File: src/rtl/tmr_pkg.sv
package tmr_pkg;
  localparam int ADDR_W = 2;

  typedef enum logic [ADDR_W-1:0] {
    SEL_DIV = 2'd0,
    SEL_CNT = 2'd1,
    SEL_RLD = 2'd2,
    SEL_CTL = 2'd3
  } reg_sel_e;

  localparam int CTL_W   = 3;
  localparam int CTL_EN  = 2;
  localparam int RATE_W  = 2;

  function automatic int max4(input int a, input int b, input int c, input int d);
    int m;
    m = a;
    if (b > m) m = b;
    if (c > m) m = c;
    if (d > m) m = d;
    return m;
  endfunction
endpackage

File: src/rtl/tmr_prescale.sv
module tmr_prescale #(
  parameter int SYS_PER_BASE = 16
) (
  input  logic clk,
  input  logic rst,
  output logic tick_o
);
  localparam int PW = (SYS_PER_BASE > 1) ? $clog2(SYS_PER_BASE) : 1;
  localparam logic [PW-1:0] LAST = PW'(SYS_PER_BASE - 1);

  logic [PW-1:0] phase_q;

  always_ff @(posedge clk) begin
    if (rst) begin
      phase_q <= '0;
      tick_o  <= 1'b0;
    end else if (phase_q == LAST) begin
      phase_q <= '0;
      tick_o  <= 1'b1;
    end else begin
      phase_q <= phase_q + 1'b1;
      tick_o  <= 1'b0;
    end
  end
endmodule

File: src/rtl/tmr_divider.sv
module tmr_divider #(
  parameter int DATA_W       = 8,
  parameter int BASE_PER_DIV = 16
) (
  input  logic              clk,
  input  logic              rst,
  input  logic              tick_i,
  input  logic              clr_i,
  output logic [DATA_W-1:0] div_o
);
  localparam int SW = (BASE_PER_DIV > 1) ? $clog2(BASE_PER_DIV) : 1;
  localparam logic [SW-1:0] LAST = SW'(BASE_PER_DIV - 1);

  logic [SW-1:0] sub_q;

  always_ff @(posedge clk) begin
    if (rst || clr_i) begin
      sub_q <= '0;
      div_o <= '0;
    end else if (tick_i) begin
      if (sub_q == LAST) begin
        sub_q <= '0;
        div_o <= div_o + 1'b1;
      end else begin
        sub_q <= sub_q + 1'b1;
      end
    end
  end
endmodule

File: src/rtl/tmr_counter.sv
module tmr_counter
  import tmr_pkg::*;
#(
  parameter int DATA_W = 8,
  parameter int PER0   = 64,
  parameter int PER1   = 1,
  parameter int PER2   = 4,
  parameter int PER3   = 16
) (
  input  logic              clk,
  input  logic              rst,
  input  logic              tick_i,
  input  logic              en_i,
  input  logic [RATE_W-1:0] rate_i,
  input  logic              load_i,
  input  logic [DATA_W-1:0] load_val_i,
  output logic [DATA_W-1:0] cnt_o,
  output logic              ovf_o
);
  localparam int PMAX = max4(PER0, PER1, PER2, PER3);
  localparam int SW   = (PMAX > 1) ? $clog2(PMAX) : 1;
  localparam int PER_TAB [4] = '{PER0, PER1, PER2, PER3};

  logic [SW-1:0] sub_q;
  logic [SW:0]   per;
  logic [SW:0]   sub_inc;
  logic          step;
  logic          hit;

  always_comb begin
    per     = (SW+1)'(PER_TAB[rate_i]);
    sub_inc = {1'b0, sub_q} + 1'b1;
    step    = tick_i && en_i;
    hit     = step && (sub_inc >= per);
  end

  always_ff @(posedge clk) begin
    if (rst) begin
      sub_q <= '0;
      cnt_o <= '0;
      ovf_o <= 1'b0;
    end else begin
      ovf_o <= 1'b0;
      if (step) begin
        sub_q <= hit ? SW'(sub_inc - per) : SW'(sub_inc);
      end
      if (load_i) begin
        cnt_o <= load_val_i;
      end else if (hit) begin
        cnt_o <= cnt_o + 1'b1;
        if (cnt_o == '1) ovf_o <= 1'b1;
      end
    end
  end
endmodule

File: src/rtl/sys_timer.sv
module sys_timer
  import tmr_pkg::*;
#(
  parameter int DATA_W       = 8,
  parameter int SYS_PER_BASE = 16,
  parameter int BASE_PER_DIV = 16,
  parameter int RATE0_PER    = 64,
  parameter int RATE1_PER    = 1,
  parameter int RATE2_PER    = 4,
  parameter int RATE3_PER    = 16
) (
  input  logic              clk,
  input  logic              rst,
  input  logic              wr_en_i,
  input  logic [1:0]        addr_i,
  input  logic [DATA_W-1:0] wr_data_i,
  output logic [DATA_W-1:0] rd_data_o,
  output logic              irq_o
);
  localparam int PAD_W = DATA_W - CTL_W;

  logic              base_tick_w;
  logic [DATA_W-1:0] div_w;
  logic [DATA_W-1:0] cnt_w;
  logic [DATA_W-1:0] rld_q;
  logic [CTL_W-1:0]  ctl_q;
  logic              wr_div, wr_cnt, wr_rld, wr_ctl;

  always_comb begin
    wr_div = wr_en_i && (addr_i == SEL_DIV);
    wr_cnt = wr_en_i && (addr_i == SEL_CNT);
    wr_rld = wr_en_i && (addr_i == SEL_RLD);
    wr_ctl = wr_en_i && (addr_i == SEL_CTL);
  end

  tmr_prescale #(.SYS_PER_BASE(SYS_PER_BASE)) pre_i (
    .clk    (clk),
    .rst    (rst),
    .tick_o (base_tick_w)
  );

  tmr_divider #(.DATA_W(DATA_W), .BASE_PER_DIV(BASE_PER_DIV)) div_i (
    .clk    (clk),
    .rst    (rst),
    .tick_i (base_tick_w),
    .clr_i  (wr_div),
    .div_o  (div_w)
  );

  tmr_counter #(
    .DATA_W (DATA_W),
    .PER0   (RATE0_PER),
    .PER1   (RATE1_PER),
    .PER2   (RATE2_PER),
    .PER3   (RATE3_PER)
  ) cnt_i (
    .clk        (clk),
    .rst        (rst),
    .tick_i     (base_tick_w),
    .en_i       (ctl_q[CTL_EN]),
    .rate_i     (ctl_q[RATE_W-1:0]),
    .load_i     (wr_cnt),
    .load_val_i (wr_data_i),
    .cnt_o      (cnt_w),
    .ovf_o      (irq_o)
  );

  always_ff @(posedge clk) begin
    if (rst) begin
      rld_q <= '0;
      ctl_q <= '0;
    end else begin
      if (wr_rld) rld_q <= wr_data_i;
      if (wr_ctl) ctl_q <= wr_data_i[CTL_W-1:0];
    end
  end

  always_ff @(posedge clk) begin
    if (rst) begin
      rd_data_o <= '0;
    end else begin
      case (addr_i)
        SEL_DIV: rd_data_o <= div_w;
        SEL_CNT: rd_data_o <= cnt_w;
        SEL_RLD: rd_data_o <= rld_q;
        default: rd_data_o <= {{PAD_W{1'b1}}, ctl_q};
      endcase
    end
  end
endmodule

File: config.mk
export PLATFORM = sky130hd
export DESIGN_NAME = sys_timer
export DESIGN_NICKNAME = d
export VERILOG_FILES = /design/src/rtl/tmr_pkg.sv /design/src/rtl/tmr_prescale.sv /design/src/rtl/tmr_divider.sv /design/src/rtl/tmr_counter.sv /design/src/rtl/sys_timer.sv
export SDC_FILE = /design/constraint.sdc
export NUM_CORES = 1
export LEC_CHECK = 0
export CAP_MARGIN = 10
export CORE_ASPECT_RATIO = 1.2
export CORE_UTILIZATION = 48
export DETAILED_ROUTE_END_ITERATION = 16
export HOLD_SLACK_MARGIN = 0.12
export PLACE_DENSITY = 0.68
export SLEW_MARGIN = 30
export SYNTH_ARGS = -nofsm -noshare
export SYNTH_HDL_FRONTEND = slang
export SYNTH_SLANG_ARGS = --single-unit
File: constraint.sdc
create_clock -name clk -period 3.8 [get_ports clk]
set_input_delay 0.38 -clock clk [delete_from_list [all_inputs] [get_ports clk]]
set_output_delay 0.38 -clock clk [all_outputs]
set_load 0.05 [all_outputs]
==> impl_metrics.yaml <==
floorplan:
  io_pins: 22
  rows: 28
  dieArea_sq_um: 5681
  initial_core_util_pct: 51.22
  die_w_um: 68.98
  fp.dieH_um: 82.37
  core_sq_um: 5045
drt:
  antenna_left: 0
  via_count: 2044
  wl_met1_um: 2341
  drt_iter0_markers: 68
  drc: 0
  vias_per_cell: 5.600
  wl_met2_um: 2689
  drt-pass1-iter-count: 4
  top_layer: "met4"
  drt-total-wl_um: 5275
  wl_met3_um: 95
  wl_per_cell_um: 14.45
timing:
  rsz0062_at_grt: "no"
  slew_headroom_pct: 55.23
  post-route-period-util_pct: 78.33
  setup_tns_ps: 0
  maxSlewViolCount: 0
  finalSetupViolCount: 0
  worstMarginPinSlew_ps: 669.4
  finalHoldViolCount: 0
  fmax_mhz: 335.9
  min_period_ps: 2977
  fin_skew_ps: 6.010
  hold_slack_ps: 488.0
hold_path:
  holdPathStages: 2
  holdPathEnd: "div_i.sub_q[3]$_SDFFE_PP0P_"
  min_from: "div_i.sub_q[3]$_SDFFE_PP0P_"
  hold_class: "reg2reg"
synthesis:
  synthArstFlopShare_pct: 0
  syn_inst: 292
  netlist_area_sq_um: 2584
  syn_avg_cell_area_sq_um: 8.848
  syn-num-nets: 315
  yosysWarnings: 0
  muxShareOfSynthArea_pct: 9.298
  synth_edf_count: 0
  synth_compound_area_share_pct: 11.82
  synth_xor_area_share_pct: 4.746
  synthAdderAreaFrac_pct: 4.843
  synthFlopType: "dfxtp_1"
  ys_types: 41
  synth_top_family_by_area: "simple AND/OR/NAND/NOR gates"
  yosys.area_share.simple_pct: 25.91
  ys_seq_elements: 51
  ys_seq_area_share_pct: 39.52
cts:
  ctsHoldBuffers: 0
  clk_latency_ps: 300
  root_buffer: "clkbuf_8"
  htreeDepth: 2
  clkTransAtPathRegs_ps: 90
  cts_buffers: 5
  clock_path_buffers: 2
  clock-sinks: 51
  postCtsSetupBuffers: 0
  cts_tree: "built"
  cts_resized: 0
finish:
  multi_input_comb_area_sq_um: 1463
  area.growth.synth_to_final_pct: 12.74
  fin_nets: 327
  drive_gt1_share_pct: 6.557
  utilization_pct: 57.74
  fill_cells: 486
  final-seq-area_sq_um: 1021
  diodes: 0
pwr:
  total_leakage_power_nw: 1.113
  cellPowerDensity_nw_per_um2: 370.9
  vdd_drop_max_mv: 0.2101
  power_mw: 1.080
place:
  gp_congestion: 0.8510
  portBuffers: 21
  dpl.hpwl_um: 3845
job:
  timing.max_cap.violations: 0
global_route:
  grt_pass1_wl_um: 8756
  antenna_found_initial: 0
  first_global_vias: 1946
  grt_usage_pct: 21.01
  grt_max_degree: 33
  grt_remaining_overflow: 0
setup_path:
  cp.required_ps: 4000
  rr_worst_depth: 9
  cp-startpoint: "cnt_i.sub_q[0]$_SDFFE_PP0P_"
  critical_path_arrival_ps: 3180
  r2r-end: "cnt_i.cnt_o[7]$_SDFFE_PP0P_"
  crit_fanout: 25
  reg2reg_slack_ps: 820
  critPathKind: "reg2reg"
  critPathLaunchType: "register"
  r2r-start: "cnt_i.sub_q[0]$_SDFFE_PP0P_"
  end_kind: "register"
status:
  status: "finished clean"
==> routing by layer <==
metal / track usage [%] / vias up
li1: - / 1063
met1: 24.55 / 948
met2: 36.70 / 21
met3: 3.297 / 12
met4: 10.00 / 0
met5: 0 / -
==> worst max-delay path: stages, from the launching register on <==
cell and delay [ps]:
dfxtp_1 430, ha_1 250, nand3_1 160, xnor2_1 170
ha_1 340, and4_1 190, a221o_1 380, a22oi_4 510
o31ai_1 160, a311oi_1 300
==> state kept, by name, indices dropped and copies added, names as in the netlist <==
name	count
ctl_q	3
div_i.div_o	8
cnt_i.ovf_o	1
pre_i.tick_o	1
cnt_i.sub_q	6
cnt_i.cnt_o	8
div_i.sub_q	4
pre_i.phase_q	4
rd_data_o	8
rld_q	8
==> cell usage in the layout, fill, tap and decap left out, types with 3 or more instances in the layout <==
| cell type | synthesis | routed |
|---|---|---|
| a31oi_1 | 3 | 3 |
| xor2_1 | 9 | 9 |
| xnor2_1 | 5 | 5 |
| or2_2 | 4 | 4 |
| clkbuf_8 | 0 | 6 |
| a311oi_1 | 8 | 8 |
| o21ai_1 | 5 | 5 |
| nand2b_1 | 4 | 4 |
| or3_1 | 10 | 10 |
| nor3b_1 | 3 | 3 |
| ha_1 | 10 | 10 |
| mux2i_1 | 15 | 15 |
| nor2b_1 | 12 | 12 |
| and4_1 | 3 | 3 |
| nand4_1 | 6 | 6 |
| mux4_2 | 3 | 3 |
| nor2_1 | 42 | 42 |
| dfxtp_1 | 51 | 51 |
| inv_1 | 5 | 5 |
| nor3_1 | 9 | 9 |
| nand3_1 | 6 | 6 |
| a211oi_1 | 6 | 6 |
| nand2_1 | 22 | 22 |
| nand3b_1 | 3 | 3 |
| clkdlybuf4s50_1 | 0 | 21 |
| o21ai_0 | 6 | 6 |
| a21oi_1 | 7 | 7 |
==> power by group <==
part | internal (mW) | switching (mW)
logic | 0.0536 | 0.0689
registers | 0.551 | 0.0168
clock network | 0.213 | 0.176
==> cell type report <==
cell class | instances | area share [%]
inverters | 5 | 0.6443
flip-flops and latches | 51 | 35.05
repair buffers | 22 | 7.474
clock buffers | 6 | 2.835
multi-input cells | 219 | 50.21
clock inverters | 2 | 1.203
well taps | 60 | 2.577
==> cells by family after synthesis <==
family,after synthesis
XOR/XNOR,14
AO/OA/AOI/OAI,43
multiplexers,20
flip-flops,51
buffers and inverters,22
adder cells (fa/ha/maj),10
AND/OR/NAND/NOR,132
==> worst max-delay path by stage <==
| stage | end | slack [ps] | cells after the start |
|---|---|---|---|
| 2_1_floorplan | cnt_i.sub_q[3]$_SDFFE_PP0P_ | 1170 | 9 |
| 3_3_place_gp | cnt_i.cnt_o[3]$_SDFFE_PP0P_ | 980 | 9 |
| 3_5_place_dp | cnt_i.cnt_o[7]$_SDFFE_PP0P_ | 840 | 9 |
| 4_1_cts | cnt_i.cnt_o[7]$_SDFFE_PP0P_ | 820 | 9 |
| 5_1_grt | cnt_i.cnt_o[1]$_SDFFE_PP0P_ | 570 | 9 |
| 6_report | cnt_i.cnt_o[7]$_SDFFE_PP0P_ | 820 | 9 |
==> synth_stat cells, types with 2 or more instances <==
cell type | count | area (sq um)
dfxtp_1 | 51 | 1021
nor2_1 | 42 | 157.7
nand2_1 | 22 | 82.58
mux2i_1 | 15 | 150.1
nor2b_1 | 12 | 75.07
clkbuf_1 | 11 | 41.29
ha_1 | 10 | 125.1
or3_1 | 10 | 62.56
nor3_1 | 9 | 45.04
xor2_1 | 9 | 78.83
a311oi_1 | 8 | 70.07
a21oi_1 | 7 | 35.03
a211oi_1 | 6 | 45.04
nand3_1 | 6 | 30.03
nand4_1 | 6 | 37.54
o21ai_0 | 6 | 30.03
inv_1 | 5 | 18.77
o21ai_1 | 5 | 25.02
xnor2_1 | 5 | 43.79
nand2b_1 | 4 | 25.02
or2_2 | 4 | 25.02
a31oi_1 | 3 | 18.77
and4_1 | 3 | 26.28
mux4_2 | 3 | 67.56
nand3b_1 | 3 | 22.52
nor3b_1 | 3 | 22.52
and2_1 | 2 | 12.51
and3_1 | 2 | 12.51
buf_1 | 2 | 7.510
buf_2 | 2 | 10.01
buf_6 | 2 | 22.52
mux2_2 | 2 | 22.52
nand4b_1 | 2 | 17.52
o31ai_1 | 2 | 15.01
or4_1 | 2 | 15.01
==> metrics by stage <==
step / instance area (sq um) / worst slack [ps] / std cells
2_1_floorplan: 2584 / 1168 / 292
3_3_place_gp: 2795 / 980.4 / 357
3_5_place_dp: 2795 / 838.9 / 357
4_1_cts: 2913 / 817.6 / 365
5_1_grt: 2913 / 573.8 / 365
6_report: 2913 / 823.3 / 365
Power figures use the tool's default switching activity.
